==> src/rtl/dma_src_addr_gen.sv <==
`timescale 1ns/1ps
module dma_src_addr_gen #(
  parameter int ADDR_W  = 32,
  parameter int BLK_STEP = 16,
  parameter int PTR_STEP = 4
) (
  input  logic              clk,
  input  logic              rst,
  input  logic              load,
  input  logic [ADDR_W-1:0] load_addr,
  input  logic              xfer_done,
  input  logic [1:0]        addr_mode,
  input  logic [1:0]        xfer_size,
  input  logic              indirect,
  output logic [ADDR_W-1:0] src_addr,
  output logic              cfg_err
);
  localparam logic [ADDR_W-1:0] STEP_B   = ADDR_W'(1);
  localparam logic [ADDR_W-1:0] STEP_W   = ADDR_W'(2);
  localparam logic [ADDR_W-1:0] STEP_L   = ADDR_W'(4);
  localparam logic [ADDR_W-1:0] STEP_BLK = ADDR_W'(BLK_STEP);
  localparam logic [ADDR_W-1:0] STEP_PTR = ADDR_W'(PTR_STEP);

  logic [ADDR_W-1:0] step;
  logic [ADDR_W-1:0] next_addr;
  logic              bad_cfg;

  always_comb begin
    if (indirect) step = STEP_PTR;
    else begin
      case (xfer_size)
        2'b00:   step = STEP_B;
        2'b01:   step = STEP_W;
        2'b10:   step = STEP_L;
        default: step = STEP_BLK;
      endcase
    end
  end

  assign bad_cfg = (addr_mode == 2'b11) || (addr_mode == 2'b10 && xfer_size == 2'b11);

  always_comb begin
    case (addr_mode)
      2'b01:   next_addr = src_addr + step;
      2'b10:   next_addr = src_addr - step;
      default: next_addr = src_addr;
    endcase
  end

  always_ff @(posedge clk) begin
    if (rst) begin
      src_addr <= '0;
      cfg_err  <= 1'b0;
    end else if (load) begin
      src_addr <= load_addr;
      cfg_err  <= 1'b0;
    end else if (xfer_done && !cfg_err) begin
      if (bad_cfg) cfg_err  <= 1'b1;
      else         src_addr <= next_addr;
    end
  end
endmodule

==> config.mk <==
export PLATFORM = sky130hd
export DESIGN_NAME = dma_src_addr_gen
export DESIGN_NICKNAME = d
export VERILOG_FILES = /design/src/rtl/dma_src_addr_gen.sv
export SDC_FILE = /design/constraint.sdc
export NUM_CORES = 1
export LEC_CHECK = 0
export BUFFER_PORTS_ARGS = -buffer_cell sky130_fd_sc_hd__buf_2
export CAP_MARGIN = 25
export CORE_ASPECT_RATIO = 0.9
export CORE_MARGIN = 5
export CORE_UTILIZATION = 40
export CTS_CLUSTER_DIAMETER = 30
export CTS_CLUSTER_SIZE = 28
export DETAILED_ROUTE_END_ITERATION = 7
export PLACE_DENSITY_LB_ADDON = 0.05
export SLEW_MARGIN = 20
export SYNTH_ARGS = -nofsm -noshare
export SYNTH_HDL_FRONTEND = slang
export SYNTH_SLANG_ARGS = --single-unit
==> constraint.sdc <==
create_clock -name clk -period 5 [get_ports clk]
set_clock_uncertainty 0.2 [all_clocks]
set_input_delay 0.5 -clock clk [delete_from_list [all_inputs] [get_ports clk]]
set_output_delay 0.5 -clock clk [all_outputs]
set_load 0.1 [all_outputs]
Yosys cells after proc, flatten, opt, wreduce, memory -nomap -nowiden

Cells that the tools add are included.
W data, S select, Z words.

Add/subtract/negate cells: 2
Equal/unequal tests: 7
Multiplexer cells: 6
Reductions and logical operators: 10

Operators by type and width:

| operator             | number |
|---|---|
| $mux W32             | 3 |
| $pmux W32 S2         | 1 |
| $add A32 B32 Y32     | 1 |
| $sub A32 B32 Y32     | 1 |
| $pmux W5 S3          | 1 |
| $eq A2 B2 Y1 const B | 4 |
| $mux W5              | 1 |
| $eq A2 B1 Y1 const B | 2 |
| $reduce_and A3 Y1    | 1 |
| $reduce_bool A3 Y1   | 1 |
| $logic_and A1 B1 Y1  | 2 |
| $logic_not A2 Y1     | 1 |
| $ne A2 B2 Y1 const B | 1 |
| $reduce_and A2 Y1    | 1 |
| $reduce_bool A2 Y1   | 1 |
| $reduce_or A2 Y1     | 1 |
| $logic_not A1 Y1     | 1 |
| $logic_or A1 B1 Y1   | 1 |

Register bits after elaboration: 33
Output and inout bits: 33
Logic and storage cells: 27

Longest topological paths before layout

Depth in word-level cells: 8
Gate-level depth with buffers: 15
Mapped depth without buffers: 14

Worst setup path after synthesis

No wires, ideal clock.

Kind: in2reg
Start point: in xfer_size[1]
End point: reg src_addr[30]
Setup time: 0.076 ns
Arrival time: 3.468 ns
Data required time: 4.724 ns
Slack: 1.256 ns
Stages on the path: 15
Path buffers: 1
Cells stage by stage: nor2_1 -> nand2_1 -> ha_1 -> ha_1 -> ha_1 -> nand2b_1 -> ha_1 -> buf_2 -> a21o_1 -> a31o_2 -> a221oi_4 -> o211ai_1 -> o21ai_0 -> mux2_2 -> o22ai_1

Longest elaborated chain between the ends: 8

RTL lines:

| what                                                        | line   | source |
|---|---|---|
| from (decl)                                                 | 13     | `input logic [1:0] xfer_size,` |
| $eq A2 B2 Y1 (tied with other cells)                        | 31     | `case (xfer_size)` |
| $pmux W5 S3                                                 | 31     |  |
| $mux W5                                                     | 29     | `if (indirect) step = STEP_PTR;` |
| $sub A32 B32 Y32 / $add A32 B32 Y32 (equally long branches) | 45, 44 |  |
| $pmux W32 S2                                                | 43     | `case (addr_mode)` |
| $mux W32                                                    | 58     | `if (bad_cfg) cfg_err <= 1'b1;` |
| $mux W32                                                    | 57     | `end else if (xfer_done && !cfg_err) begin` |
| $mux W32                                                    | 54     | `end else if (load) begin` |
| to (signal assigned)                                        | 55     | `src_addr <= load_addr;` |
| to (signal assigned)                                        | 59     | `else src_addr <= next_addr;` |
| to (decl)                                                   | 15     | `output logic [ADDR_W-1:0] src_addr,` |

Parallel ways exist; a longest one is shown, timed or not. The select of a mux whose other input is x is not followed.
A chain may end at the register's enable or synchronous reset.

Worst setup path after layout

Ends and elaborated chain as after synthesis.

==> flow_summary.json <==
{
  "initial_core_util": 0.4146,
  "end_kind": "flop",
  "vias_per_cell": 5.733,
  "yosys_most_used_dff": "dfxtp_1",
  "grt-ovfl-total": 0,
  "timing.hold.ws_ns": 0.2368,
  "yosysWarningCount": 0,
  "critical-path-max-stage-delay_ns": 0.50,
  "wirelength_um": 11260,
  "yosysTopAreaCell": "dfxtp_1",
  "die_w_um": 109.8,
  "die_area_mm2": 0.01096,
  "power_mw": 1.045,
  "hold_class": "in2reg",
  "root_buffer": "clkbuf_8",
  "worstSkewPairLatency_ns": 0.29,
  "grt_max_degree": 49,
  "crit_chain": "buf_2, nor2_1, nand2_1, ha_1, ha_1, ha_1, nand2b_1, ha_1, a21o_1, a31o_2, a221oi_4, o211ai_1, o21ai_0, mux2_2, o22ai_1",
  "grt_pass1_wl_um": 18200,
  "io_buffers": 73,
  "cp_max_fo": 10,
  "synth-edff-count": 0,
  "critPathKind": "in2reg",
  "row_count": 32,
  "antenna_found_initial": 0,
  "cts_setup_buffers": 0,
  "ctsLongestPathBuffers": 2,
  "firstDrtPassIters": 4,
  "synth.avg_cell_area_um2": 7.409,
  "globalplace.congestion": 0.9200,
  "yosysSeqAreaShare": 0.1842,
  "cts_sinks": 33,
  "avgRoutedWirePerCell_um": 17.06,
  "nFillCells": 950,
  "die-height_um": 99.83,
  "drtAntennaViolNets": 0,
  "drive_gt1_frac": 0.1848,
  "clkTransAtPathRegs_ns": 0.08,
  "min_period_ns": 4.024,
  "syn-num-nets": 562,
  "tightest_slew_ns": 0.7636,
  "worstHoldPathCells": 3,
  "crit_arrival_ns": 4.04,
  "r2r_cells": 10,
  "synth_top_area_frac": 0.1842,
  "drc": 0,
  "cts_buffers": 5,
  "p_leak_nw": 1.928,
  "finalSetupViolCount": 0,
  "crit_slowest_cell": "ha_1",
  "ioPinCount": 74,
  "period_share": 0.8047,
  "synth_cell_type_count": 62,
  "cp_num_buf_inv": 1,
  "tritoncts": "built",
  "first_global_vias": 3560,
  "cp-start-kind": "input pin",
  "dp_hpwl_um": 8327,
  "final_max_slew_viol_count": 0,
  "initialDrtViolationCount": 221,
  "vdd.ir_drop.worst_mv": 0.09740,
  "fmax_mhz": 248.5,
  "cts_resized": 0,
  "synthArstFlopShare": 0,
  "crit_family": "compound AO/OA/AOI/OAI gates",
  "fp.coreArea_mm2": 0.008648,
  "area_delta_synth_final_pct": 14.52,
  "n_antenna_cell": 0,
  "fin_nets": 619,
  "htreeDepth": 2,
  "path_common_cell": "ha_1",
  "vias": 3784,
  "synth_area_leaders": "dfxtp_1, ha_1, a21oi_1",
  "ys_ff_latch": 33,
  "cts_hold_buffers": 0,
  "synth_area_mm2": 0.003586,
  "p_per_area_mw_per_mm2": 254.6,
  "status": "completed",
  "max-slew-margin-rel": 0.4909,
  "crit_cells": 15,
  "grt_usage": 0.2064,
  "cp.required_ns": 5.02,
  "fin_tns_setup_ns": 0,
  "syn_inst": 484,
  "rsz0062_at_grt": "false",
  "hold_viol_final": 0,
  "cap_violations": 0
}
[cells by family after synthesis]
kind of cell | count (synthesis) | share of synthesized area
DFF | 33 | 0.1842
adders and majority gates | 37 | 0.1312
xor gates and xnor gates | 10 | 0.02443
AOI/OAI and AO/OA | 187 | 0.3566
and+or+nand+nor | 157 | 0.2219
buffers and inverters | 51 | 0.05583
muxes | 9 | 0.02582
[cell usage after synthesis (3+ instances only)]
| cell | instances |
|---|---|
| nand4_1 | 7 |
| buf_2 | 7 |
| or3_1 | 6 |
| o21a_1 | 4 |
| dfxtp_1 | 33 |
| o211ai_1 | 5 |
| inv_1 | 24 |
| nor2_1 | 33 |
| a211oi_1 | 12 |
| xnor2_1 | 8 |
| and2_1 | 4 |
| and3_1 | 14 |
| clkbuf_1 | 20 |
| mux2i_1 | 7 |
| nand3b_1 | 6 |
| nor3_1 | 12 |
| a21o_1 | 16 |
| a211o_1 | 6 |
| o21ai_0 | 25 |
| o31ai_1 | 3 |
| nand2_1 | 40 |
| nand2b_1 | 3 |
| a21oi_1 | 69 |
| o21bai_1 | 8 |
| nand3_1 | 15 |
| a311oi_1 | 3 |
| a31oi_1 | 5 |
| nor2b_1 | 4 |
| a221oi_1 | 8 |
| ha_1 | 36 |
[power by group]
| part | leakage [nW] | internal [mW] | switching (mW) |
|---|---|---|---|
| Sequential | 0.273 | 0.283 | 0.0179 |
| Combinational | 1.61 | 0.154 | 0.370 |
| Clock | 0.0443 | 0.110 | 0.111 |
[through the flow]
stage	worst slack, ns	util	std cells	instance area (um2)
2_1_floorplan	1.256	-	484	3586
3_3_place_gp	0.7942	0.4648	653	4020
3_5_place_dp	0.7084	0.4648	653	4020
4_1_cts	1.015	0.4748	660	4106
5_1_grt	0.6728	0.4748	660	4106
6_report	0.9764	0.4748	660	4106
[cell type report]
class / instances / area (um2) / area share
Multi-Input combinational cell: 400 / 2725 / 0.6636
Tap cell: 119 / 148.9 / 0.03626
Clock buffer: 7 / 86.33 / 0.02102
Sequential cell: 33 / 660.6 / 0.1609
Inverter: 24 / 90.09 / 0.02194
Timing Repair Buffer: 77 / 395.4 / 0.09628
[worst min-delay path, stage by stage]
cell,delay [ns]
buf_2,0.07
nand3b_1,0.06
o31ai_1,0.06
[layout by cell type, fill, tap and decap left out, types with 14 or more instances in the layout]
cell     netlist  final
nor2_1        33     33
a21oi_1       69     69
and3_1        14     14
nand2_1       40     40
ha_1          36     36
inv_1         24     24
a21o_1        16     16
o21ai_0       25     25
dfxtp_1       33     33
buf_2          7     73
nand3_1       15     15
[flip-flops by register name, indices dropped and copies added, names as in the netlist]
register,flops
src_addr,32
cfg_err,1
[metal layers]
layer	GRT usage	share of wire
met5	0	0
met4	0.02972	0.0075
met3	0.03280	0.051
met2	0.3251	0.45
met1	0.3019	0.49
[worst paths after layout]
check	start	to	slack (ns)
max	xfer_size[1]	src_addr[30]	0.98
min	load_addr[31]	src_addr[31]	0.24
max reg2reg	src_addr[0]	src_addr[20]	1.82
min reg2reg	src_addr[11]	src_addr[11]	0.32
No activity file was read; power rests on OpenSTA's default activity.
